--- config.mk ---
export PLATFORM = sky130hd
export DESIGN_NAME = i2c_disp_port
export DESIGN_NICKNAME = d
export VERILOG_FILES = /design/src/rtl/i2c_disp_pkg.sv /design/src/rtl/i2c_line_sync.sv /design/src/rtl/i2c_word_pack.sv /design/src/rtl/i2c_rd_serial.sv /design/src/rtl/i2c_disp_port.sv
export SDC_FILE = /design/constraint.sdc
export NUM_CORES = 1
export LEC_CHECK = 0
export BUFFER_PORTS_ARGS = -buffer_cell sky130_fd_sc_hd__buf_2
export CAP_MARGIN = 20
export CORE_MARGIN = 1
export CORE_UTILIZATION = 59
export CTS_BUF_LIST = sky130_fd_sc_hd__clkbuf_4
export DETAILED_ROUTE_END_ITERATION = 10
export PLACE_DENSITY = 0.85
export SYNTH_ARGS = -nofsm -noshare
export SYNTH_HDL_FRONTEND = slang
export SYNTH_SLANG_ARGS = --single-unit
--- constraint.sdc ---
create_clock -name clk -period 2.45 [get_ports clk]
set_input_delay 0.735 -clock clk [delete_from_list [all_inputs] [get_ports clk]]
set_output_delay 0.735 -clock clk [all_outputs]
set_load 0.1 [all_outputs]
--- src/rtl/i2c_disp_pkg.sv ---
package i2c_disp_pkg;
  localparam int BYTE_W = 8;
  localparam int WORD_W = 2 * BYTE_W;
  localparam logic [4:0] DEV_PREFIX = 5'b01110;
  localparam logic [BYTE_W-1:0] FILL_BYTE = 8'hFF;

  typedef enum logic [3:0] {
    ST_IDLE, ST_RX, ST_ACKW, ST_ACKH, ST_ACKE,
    ST_TX, ST_MACK, ST_MACKE, ST_IGN
  } port_st_e;

  function automatic logic addr_match(input logic [BYTE_W-1:0] b, input logic id);
    return (b[7:3] == DEV_PREFIX) && (b[2] == id);
  endfunction

  function automatic logic [WORD_W-1:0] join_word(input logic [BYTE_W-1:0] hi,
                                                  input logic [BYTE_W-1:0] lo);
    return {hi, lo};
  endfunction

  function automatic logic [BYTE_W-1:0] upper_byte(input logic [WORD_W-1:0] w);
    return w[WORD_W-1:BYTE_W];
  endfunction

  function automatic logic [BYTE_W-1:0] lower_byte(input logic [WORD_W-1:0] w);
    return w[BYTE_W-1:0];
  endfunction
endpackage

--- src/rtl/i2c_line_sync.sv ---
module i2c_line_sync #(
  parameter int STAGES = 2,
  parameter int LINES  = 2
) (
  input  logic             clk,
  input  logic             rst_n,
  input  logic [LINES-1:0] d_i,
  output logic [LINES-1:0] q_o
);
  for (genvar g = 0; g < LINES; g++) begin : g_line
    logic [STAGES-1:0] pipe;
    always_ff @(posedge clk or negedge rst_n) begin
      if (!rst_n) pipe <= '1;
      else        pipe <= {pipe[STAGES-2:0], d_i[g]};
    end
    assign q_o[g] = pipe[STAGES-1];
  end
endmodule

--- src/rtl/i2c_word_pack.sv ---
module i2c_word_pack
  import i2c_disp_pkg::*;
(
  input  logic              clk,
  input  logic              rst_n,
  input  logic              clr_i,
  input  logic              byte_vld_i,
  input  logic [BYTE_W-1:0] byte_i,
  input  logic              rs_i,
  output logic              wr_stb_o,
  output logic              wr_rs_o,
  output logic [WORD_W-1:0] wr_data_o
);
  logic              have_hi;
  logic [BYTE_W-1:0] hi_q;

  always_ff @(posedge clk or negedge rst_n) begin
    if (!rst_n) begin
      have_hi   <= 1'b0;
      hi_q      <= '0;
      wr_stb_o  <= 1'b0;
      wr_rs_o   <= 1'b0;
      wr_data_o <= '0;
    end else begin
      wr_stb_o <= 1'b0;
      if (clr_i) begin
        have_hi <= 1'b0;
      end else if (byte_vld_i) begin
        if (!have_hi) begin
          hi_q    <= byte_i;
          have_hi <= 1'b1;
        end else begin
          wr_data_o <= join_word(hi_q, byte_i);
          wr_rs_o   <= rs_i;
          wr_stb_o  <= 1'b1;
          have_hi   <= 1'b0;
        end
      end
    end
  end

  AST_WR_PULSE: assert property (@(posedge clk) disable iff (!rst_n)
    wr_stb_o |=> !wr_stb_o);
  AST_PAIR_CLOSED: assert property (@(posedge clk) disable iff (!rst_n)
    wr_stb_o |-> !have_hi);
endmodule

--- src/rtl/i2c_rd_serial.sv ---
module i2c_rd_serial
  import i2c_disp_pkg::*;
#(
  parameter int FILLER_BYTES = 5
) (
  input  logic              clk,
  input  logic              rst_n,
  input  logic              clr_i,
  input  logic              load_i,
  input  logic              is_ram_i,
  input  logic [WORD_W-1:0] status_i,
  input  logic [WORD_W-1:0] ram_i,
  output logic [BYTE_W-1:0] byte_o,
  output logic              ram_req_o
);
  localparam int CNT_W = $clog2(FILLER_BYTES + 1);
  localparam logic [CNT_W-1:0] FILL_LAST = CNT_W'(FILLER_BYTES);

  logic [CNT_W-1:0]  fill_cnt;
  logic              lo_next;
  logic [BYTE_W-1:0] lo_q;
  logic [WORD_W-1:0] src_word;
  logic              in_filler;

  assign src_word  = is_ram_i ? ram_i : status_i;
  assign in_filler = is_ram_i && (fill_cnt != FILL_LAST);

  always_ff @(posedge clk or negedge rst_n) begin
    if (!rst_n) begin
      fill_cnt  <= '0;
      lo_next   <= 1'b0;
      lo_q      <= '0;
      byte_o    <= FILL_BYTE;
      ram_req_o <= 1'b0;
    end else begin
      ram_req_o <= 1'b0;
      if (clr_i) begin
        fill_cnt <= '0;
        lo_next  <= 1'b0;
      end else if (load_i) begin
        if (in_filler) begin
          byte_o   <= FILL_BYTE;
          fill_cnt <= fill_cnt + 1'b1;
        end else if (!lo_next) begin
          byte_o    <= upper_byte(src_word);
          lo_q      <= lower_byte(src_word);
          lo_next   <= 1'b1;
          ram_req_o <= is_ram_i;
        end else begin
          byte_o  <= lo_q;
          lo_next <= 1'b0;
        end
      end
    end
  end

  AST_REQ_AFTER_FILL: assert property (@(posedge clk) disable iff (!rst_n)
    ram_req_o |-> (fill_cnt == FILL_LAST));
  AST_REQ_PULSE: assert property (@(posedge clk) disable iff (!rst_n)
    ram_req_o |=> !ram_req_o);
endmodule

--- src/rtl/i2c_disp_port.sv ---
module i2c_disp_port
  import i2c_disp_pkg::*;
#(
  parameter int SYNC_STAGES  = 2,
  parameter int FILLER_BYTES = 5
) (
  input  logic              clk,
  input  logic              rst_n,
  input  logic              scl_i,
  input  logic              sda_i,
  input  logic              id_i,
  output logic              sda_oe_o,
  input  logic [WORD_W-1:0] status_i,
  input  logic [WORD_W-1:0] ram_rdata_i,
  output logic              ram_rd_req_o,
  output logic              wr_stb_o,
  output logic              wr_rs_o,
  output logic [WORD_W-1:0] wr_data_o
);
  localparam int BCNT_W = $clog2(BYTE_W + 1);
  localparam logic [BCNT_W-1:0] LAST_BIT  = BCNT_W'(BYTE_W - 1);
  localparam logic [BCNT_W-1:0] BYTE_DONE = BCNT_W'(BYTE_W);

  logic [1:0] lines_s;
  logic       scl_s, sda_s, scl_q, sda_q;
  logic       scl_rise, scl_fall, start_ev, stop_ev;

  i2c_line_sync #(.STAGES(SYNC_STAGES), .LINES(2)) u_sync (
    .clk(clk), .rst_n(rst_n), .d_i({scl_i, sda_i}), .q_o(lines_s));

  assign scl_s = lines_s[1];
  assign sda_s = lines_s[0];

  always_ff @(posedge clk or negedge rst_n) begin
    if (!rst_n) begin
      scl_q <= 1'b1;
      sda_q <= 1'b1;
    end else begin
      scl_q <= scl_s;
      sda_q <= sda_s;
    end
  end

  // bus events seen on the synchronised lines
  assign scl_rise = scl_s & ~scl_q;
  assign scl_fall = ~scl_s & scl_q;
  assign start_ev = scl_s & scl_q & sda_q & ~sda_s;
  assign stop_ev  = scl_s & scl_q & ~sda_q & sda_s;

  port_st_e          state;
  logic [BCNT_W-1:0] bitcnt;
  logic [BYTE_W-1:0] sh;
  logic              first_byte, sel_rs, sel_rw, selected, tx_arm;
  logic [BYTE_W-1:0] tx_byte;
  logic [2:0]        tx_idx;
  logic              tx_load, wbyte_done;

  assign tx_idx     = 3'(LAST_BIT - bitcnt);
  assign tx_load    = scl_fall && (((state == ST_ACKE) && first_byte && sel_rw) ||
                                   (state == ST_MACKE));
  assign wbyte_done = scl_fall && (state == ST_ACKE) && !first_byte;

  always_ff @(posedge clk or negedge rst_n) begin
    if (!rst_n) begin
      state      <= ST_IDLE;
      bitcnt     <= '0;
      sh         <= '0;
      sda_oe_o   <= 1'b0;
      first_byte <= 1'b0;
      sel_rs     <= 1'b0;
      sel_rw     <= 1'b0;
      selected   <= 1'b0;
      tx_arm     <= 1'b0;
    end else if (start_ev) begin
      state      <= ST_RX;
      bitcnt     <= '0;
      sda_oe_o   <= 1'b0;
      first_byte <= 1'b1;
      selected   <= 1'b0;
      tx_arm     <= 1'b0;
    end else if (stop_ev) begin
      state    <= ST_IDLE;
      sda_oe_o <= 1'b0;
      selected <= 1'b0;
      tx_arm   <= 1'b0;
    end else begin
      tx_arm <= 1'b0;
      if (tx_arm) sda_oe_o <= ~tx_byte[tx_idx];
      unique case (state)
        ST_RX: if (scl_rise) begin
          sh     <= {sh[BYTE_W-2:0], sda_s};
          bitcnt <= bitcnt + 1'b1;
          if (bitcnt == LAST_BIT) state <= ST_ACKW;
        end
        ST_ACKW: if (scl_fall) begin
          if (first_byte && !addr_match(sh, id_i)) begin
            state <= ST_IGN;
          end else begin
            sda_oe_o <= 1'b1;
            state    <= ST_ACKH;
            if (first_byte) begin
              selected <= 1'b1;
              sel_rs   <= sh[1];
              sel_rw   <= sh[0];
            end
          end
        end
        ST_ACKH: if (scl_rise) state <= ST_ACKE;
        ST_ACKE: if (scl_fall) begin
          sda_oe_o   <= 1'b0;
          bitcnt     <= '0;
          first_byte <= 1'b0;
          if (first_byte && sel_rw) begin
            state  <= ST_TX;
            tx_arm <= 1'b1;
          end else begin
            state <= ST_RX;
          end
        end
        ST_TX: begin
          if (scl_rise) bitcnt <= bitcnt + 1'b1;
          if (scl_fall) begin
            if (bitcnt == BYTE_DONE) begin
              sda_oe_o <= 1'b0;
              state    <= ST_MACK;
            end else begin
              tx_arm <= 1'b1;
            end
          end
        end
        ST_MACK: if (scl_rise) state <= sda_s ? ST_IGN : ST_MACKE;
        ST_MACKE: if (scl_fall) begin
          state  <= ST_TX;
          bitcnt <= '0;
          tx_arm <= 1'b1;
        end
        default: ;
      endcase
    end
  end

  i2c_word_pack u_pack (
    .clk(clk), .rst_n(rst_n), .clr_i(start_ev), .byte_vld_i(wbyte_done),
    .byte_i(sh), .rs_i(sel_rs), .wr_stb_o(wr_stb_o), .wr_rs_o(wr_rs_o),
    .wr_data_o(wr_data_o));

  i2c_rd_serial #(.FILLER_BYTES(FILLER_BYTES)) u_rd (
    .clk(clk), .rst_n(rst_n), .clr_i(start_ev), .load_i(tx_load),
    .is_ram_i(sel_rs), .status_i(status_i), .ram_i(ram_rdata_i),
    .byte_o(tx_byte), .ram_req_o(ram_rd_req_o));

  AST_OE_SCL_LOW: assert property (@(posedge clk) disable iff (!rst_n)
    (sda_oe_o != $past(sda_oe_o)) |-> !$past(scl_s));
  AST_IDLE_RELEASED: assert property (@(posedge clk) disable iff (!rst_n)
    (state == ST_IDLE) |-> !sda_oe_o);
  AST_ACK_ONLY_MATCH: assert property (@(posedge clk) disable iff (!rst_n)
    ((state == ST_ACKH) && first_byte) |-> (selected && sda_oe_o));
  AST_IGN_SILENT: assert property (@(posedge clk) disable iff (!rst_n)
    (state == ST_IGN) |-> !sda_oe_o);
  AST_NO_WR_IN_READ: assert property (@(posedge clk) disable iff (!rst_n)
    wr_stb_o |-> !sel_rw);
  AST_REQ_RAM_ONLY: assert property (@(posedge clk) disable iff (!rst_n)
    ram_rd_req_o |-> (sel_rs && sel_rw));
endmodule

# --- Word-level counts from Yosys, hierarchy flattened ---
# Cells that the tools add are included.
op_classes:
  mux: 63
  n_lt_le_gt_ge: 1
  multipliers: 0
  n_div: 0
  n_reduce_logical: 32
  shift: 0
  addsub: 3
  bitwise: 18
  n_eq_ne: 25
op_table:
  columns: ["cell", "n"]
  rows:
  - ["$mux 4", 17]
  - ["$ne 4x4->1 const B", 9]
  - ["$mux 1", 34]
  - ["$pmux 4 s7", 1]
  - ["$eq 4x3->1 const B", 5]
  - ["$mux 16", 1]
  - ["$mux 8", 2]
  - ["$mux 3", 4]
  - ["$reduce_and 4->1", 3]
  - ["$not 1->1", 11]
  - ["$reduce_and 10->1", 1]
  - ["$reduce_bool 2->1", 5]
  - ["$logic_and 1x1->1", 9]
  - ["$reduce_and 3->1", 3]
  - ["$reduce_bool 9->1", 1]
  - ["$eq 4x2->1 const B", 2]
  - ["$pmux 4 s2", 1]
  - ["$and 1x1->1", 7]
  - ["$ne 3x1->1 const B", 2]
  - ["$pmux 1 s3", 2]
  - ["$reduce_and 2->1", 3]
  - ["$reduce_and 6->1", 1]
  - ["$eq 5x4->1 const B", 1]
  - ["$add 4x1->4 const B", 1]
  - ["13 further kinds", 16]
word_totals:
  rom_bits: 0
  elab_cells: 164
  reg_bits: 75
  latchBits: 0
  in_bits: 37
  mem_count: 0
  output_inout_bits: 20
  ram_bits: 0

# --- Logic depth before layout (Yosys ltp) ---
depth:
  word_depth: 10
  mapped_depth: 9
  mapped_depth_nobuf: 7

# --- Hierarchy ---
# A second synthesis with hierarchy kept.
hier_totals:
  hier_cells: 289
  area_unflattened_um2: 3678.5
modules_own_cells:
  columns: ["mod", "cells_each", "area_each_um2", "instances", "seq_area_each_um2"]
  rows:
  - ["i2c_disp_port", 128, 1331.3, 1, 578.1]
  - ["i2c_rd_serial", 97, 1169.9, 1, 535.5]
  - ["i2c_word_pack", 58, 1057.3, 1, 675.6]
  - ["i2c_line_sync", 6, 120.1, 1, 105.1]

# --- Worst setup path after synthesis ---
# Ideal clock, no wire load.
synth_path:
  kind: "register -> register"
  startpoint: "reg scl_q"
  endpoint: "reg u_pack.hi_q[0]"
  n_path_buf: 1
  path_stages_with_launch: 6
  period_less_slack_ns: 2.110
  arrival_time_ns: 1.985
  required_time_ns: 2.325
  setup_time_ns: 0.125
  slack_ns: 0.340
  path_cell_list: "dfstp_2 nand2b_1 buf_6 or4_4 nor3_4 mux2_4"
synth_between:
  elab_chain_cells: 5
  word_cells_on_any_way: 8
  cone_classes: "bitwise: 5; reduce/logical: 3"
synth_lines:
  columns: ["item", "line", "rtl"]
  rows:
  - ["start, declared", "i2c_disp_port.sv:25", "logic scl_s, sda_s, scl_q, sda_q;"]
  - ["start signal, assigned", "i2c_disp_port.sv:39", "scl_q <= scl_s;"]
  - ["$and 1x1->1 (3 in series)", "i2c_disp_port.sv:47", "assign start_ev = scl_s & scl_q & sda_q & ~sda_s;"]
  - ["$not 1->1 (no line)", null, null]
  - ["$reduce_and 3->1 (no line) (*)", null, null]
  - ["end signal, assigned", "i2c_word_pack.sv:30", "hi_q <= byte_i;"]
  - ["end, declared", "i2c_word_pack.sv:15", "logic [BYTE_W-1:0] hi_q;"]
# Every way passes the cells marked *; elsewhere a longest branch is shown, timed or not.
# A chain may end at the register's enable or synchronous reset.

# --- Worst setup path in the final report ---
layout_path:
  startpoint: "reg scl_q"
  endpoint: "reg u_pack.hi_q[1]"
# The elaborated chain is that of the path after synthesis.

==> summary.md <==
| Metric | Value |
|---|---|
| Status | `finished clean` |
| Final Skew | `between 0.02 and 0.025 ns` |
| Site Rows | `28` |
| Wire length on met3 | `around 260 um` |
| Worst path cell trace | `nand2b_1, buf_4, or4_4, nor3_4, buf_4, mux2_4` |
| Most used cell, CP | `buf_4` |
| Core Area | `5960 um2` |
| Cell family with most CP delay | `simple AND/OR/NAND/NOR gates` |
| Placed instance count | `between 400 and 500` |
| Worst-Skew Late Latency | `0.42 ns` |
| GR Util All Layers | `approximately a quarter` |
| Period minus WS final | `approximately 2.2 ns` |
| CTS buffer count | `9` |
| Total wire length | `between 6 and 7 mm` |
| XOR/XNOR share of the synthesized area | `less than 1%` |
| DR DRC count | `0` |
| Endpoints failing hold | `0` |
| Finished Layout Cells | `around 440` |
| Peak VDD IR | `roughly 560 uV` |
| Routability congestion estimate | `between 0.9 and 1` |
| Tcrit/Tclk final | `about nine tenths` |
| CTS Buffer Depth | `2` |
| Clk slew on worst S/H paths | `0.13 ns` |
| Mean Syn Cell Area | `roughly 12 um2` |
| PortBufs | `between 50 and 60` |
| Buf/Inv on CP | `2` |
| DIE WIDTH | `~80 um` |
| CTS tree | `built` |
| CP Max Fanout | `9` |
| Pwr/cell area | `about 770 nW/um2` |
| Reg-to-Reg End | `u_pack.hi_q[1]$_DFFE_PN0P_` |
| Grt ovf | `0` |
| Clock sink total | `75` |
| DR WL met2 | `roughly 3.3 mm` |
| Largest net degree at the start of global routing | `76` |
| Crit path kind | `register to register` |
| Fin. max-slew vios | `0` |
| Drt wl/cell | `approximately 15 um` |
| R2R Setup Slk | `0.29 ns` |
| Die height | `between 80 and 90 um` |
| Final setup vio count | `0` |
| Number of max-cap violations | `0` |
| Prevailing post-synth register cell | `dfrtp_1` |
| Unrepaired setup endpoints after global routing | `false` |
| Metal1 wirelength | `about 3.2 mm` |
| Root buf cell | `clkbuf_4` |
| Vias per cell | `~5.7` |
| Worst path required time | `roughly 2.8 ns` |
| Fraction of layout cells with a size suffix above 1 | `roughly two fifths` |
| First-pass GRT wire length | `approximately 11 mm` |
| Initial antenna violation count | `0` |
| P&R area growth vs syn | `15.6%` |
| DP Wirelength | `around 4.7 mm` |
| Die area | `~6500 um2` |
| Synth cell types | `57` |
| Vias in the first global route | `2456` |
| Initial Utilization | `between 60 and 70%` |
| Vias | `about 2500` |
| Hold WC Path Type | `input port to async pin` |
| Setup TNS | `0 ns` |
| Synth Net Count | `between 300 and 400` |
| Startpoint types | `register` |
| Post-CTS Resized | `0` |
| Hold buffer count at cts | `0` |
| Final Util | `70.8%` |
| Leak Pwr | `between 1.5 and 2 nW` |
| Mux share of post-synthesis cell area | `roughly a fifth` |
| Worst slew margin | `about 46%` |
| Critical path's slowest cell | `dfstp_2` |
| Slew @ Worst Pin | `0.810 ns` |
| RR Startpoint | `scl_q$_DFF_PN1_` |
| R2R depth | `6` |
| Mapped Area | `roughly 3600 um2` |
| Register bit total from synthesis | `between 70 and 80` |
| Antenna-violating nets left | `0` |
| Post-CTS setup buffers | `0` |
| # nets final | `just over 400` |
| Synth Area in Adders | `1.37%` |
| Antenna diodes | `0` |
| Cells after Synth | `just under 300` |
| First-iteration detailed-routing DRC count | `between 100 and 150` |
| Part of the Yosys area used for sequential elements | `approximately 52%` |
| Post-synth ARST share | `100%` |
| Top sig layer | `met4` |
| Post-synthesis simple-gate area fraction | `12.0%` |
| FMAX | `0.463 GHz` |
| Syn. warnings | `0` |
| # IOs | `57` |
| Slowest stage delay, CP | `about 0.6 ns` |
| Synth Area in Compound Gates | `9.71%` |
| Crit. End Element | `register` |
| 1st-pass router iterations | `4` |
| Clock H-tree levels | `3` |
| Number of synthesized flops with an enable pin | `0` |
| Worst EP arrival | `between 2 and 2.5 ns` |
| Largest family of logic cells by synthesized area | `multiplexers` |
[layout by cell type (no fill, tap or decap), drive strengths merged, types with 2 or more instances in the layout]
master,instances
mux4,2
dfstp,14
a21oi,23
o21ai,7
bufinv,2
buf,70
a21boi,2
nand3,8
nand2,10
a21o,4
and2,2
a211oi,4
dfrtp,61
xor2,4
o21bai,2
nor4,2
a2111oi,2
and2b,2
mux2,44
mux2i,19
inv,8
nor2b,4
clkbuf,11
nand2b,4
nor4bb,2
nand3b,2
ha,4
or4,2
nor2,24
nor3,5
[report_power, final]
| part | leakage, nW | internal, W | switching, W | total [W] |
|---|---|---|---|---|
| clock network | 0.0877 | 0.000443 | 0.000444 | 0.000886 |
| logic | 0.944 | 0.000354 | 0.000387 | 0.000741 |
| registers | 0.942 | 0.00140 | 0.000213 | 0.00162 |
| total | 1.97 | 0.00220 | 0.00104 | 0.00324 |
[worst max-delay path by stage]
stage / startpoint / end / slack (ns) / cells past startpoint
CTS: scl_q$_DFF_PN1_ / u_pack.wr_data_o[4]$_DFFE_PN0P_ / 0.25 / 4
global placement: id_i / sel_rs$_DFFE_PN0P_ / 0.29 / 6
finish: scl_q$_DFF_PN1_ / u_pack.hi_q[1]$_DFFE_PN0P_ / 0.29 / 6
detailed placement: id_i / sel_rw$_DFFE_PN0P_ / 0.25 / 6
global route: scl_q$_DFF_PN1_ / u_pack.wr_data_o[9]$_DFFE_PN0P_ / 0.17 / 4
floorplan: scl_q$_DFF_PN1_ / u_pack.hi_q[0]$_DFFE_PN0P_ / 0.34 / 5
[metal layers]
metal | up-vias | global-route usage, %
li1 | 1208 | -
met3 | 10 | 5.34
met1 | 1239 | 33.2
met5 | - | 0
met4 | 0 | 8.93
met2 | 60 | 35.4
[sequential cells by signal, summed over array words and instances, names as in the netlist]
register and count:
sel_rw 1, sda_oe_o 1, bitcnt 4, sel_rs 1, u_rd.ram_req_o 1, u_pack.wr_rs_o 1
sda_q 1, tx_arm 1, u_sync.g_line.pipe 4, u_pack.have_hi 1, u_pack.wr_data_o 16, sh 8
state 4, u_pack.wr_stb_o 1, u_rd.fill_cnt 3, u_rd.lo_q 8, scl_q 1, u_rd.byte_o 8
u_rd.lo_next 1, first_byte 1, u_pack.hi_q 8
[area by class of cell]
class                           instances  area [um2]
Tap cell                               75        93.8
Fill cell                             419        1740
Clock buffer                           11        82.6
Timing Repair Buffer                   70         398
Sequential cell                        75        1890
Multi-Input combinational cell        201        1640
Inverter                                7        26.3
Clock inverter                          5        85.1
[cell usage after synthesis, types with 2 or more instances]
| cell type | count | share of area [%] |
|---|---|---|
| o21bai_1 | 2 | 0.41 |
| nor4bb_1 | 2 | 0.55 |
| nand2b_1 | 4 | 0.69 |
| clkbuf_1 | 5 | 0.51 |
| buf_2 | 3 | 0.41 |
| inv_1 | 6 | 0.62 |
| mux4_2 | 2 | 1.2 |
| nor2b_1 | 4 | 0.69 |
| a21oi_1 | 23 | 3.2 |
| nor4_1 | 2 | 0.34 |
| mux2i_1 | 19 | 5.2 |
| dfstp_2 | 14 | 10 |
| a211oi_1 | 3 | 0.62 |
| buf_1 | 2 | 0.21 |
| buf_6 | 3 | 0.93 |
| mux2_2 | 31 | 9.6 |
| buf_4 | 2 | 0.41 |
| nand3_1 | 8 | 1.1 |
| and2_1 | 2 | 0.34 |
| dfrtp_1 | 61 | 42 |
| o21ai_0 | 6 | 0.82 |
| mux2_4 | 8 | 3.3 |
| a21boi_0 | 2 | 0.41 |
| nor3_1 | 4 | 0.55 |
| and2b_2 | 2 | 0.48 |
| xor2_1 | 4 | 0.96 |
| nor2_1 | 24 | 2.5 |
| nand2_1 | 10 | 1.0 |
| mux2_1 | 5 | 1.5 |
| a21o_1 | 4 | 0.82 |
| nand3b_1 | 2 | 0.41 |
| ha_1 | 4 | 1.4 |
[cell families (layout without fill, tap and decap cells)]
group,count (synthesis),after routing
adders and majority gates,4,4
muxes,65,65
buffers and inverters,22,93
and+or+nand+nor,75,75
xor gates and xnor gates,4,4
AOI/OAI and AO/OA,53,53
DFF,75,75
[metrics by stage]
step / power, W / hold WS, ns / worst slack, ns / cell area, um2
after floorplan: 0.00216 / 0.345 / 0.340 / 3650
after global placement: 0.00234 / 0.346 / 0.292 / 4050
after detailed placement: 0.00238 / 0.348 / 0.249 / 4050
after CTS: 0.00326 / 0.331 / 0.251 / 4220
after global routing: 0.00342 / 0.332 / 0.170 / 4220
final: 0.00324 / 0.319 / 0.289 / 4220
(Power assumes the default switching activity.)
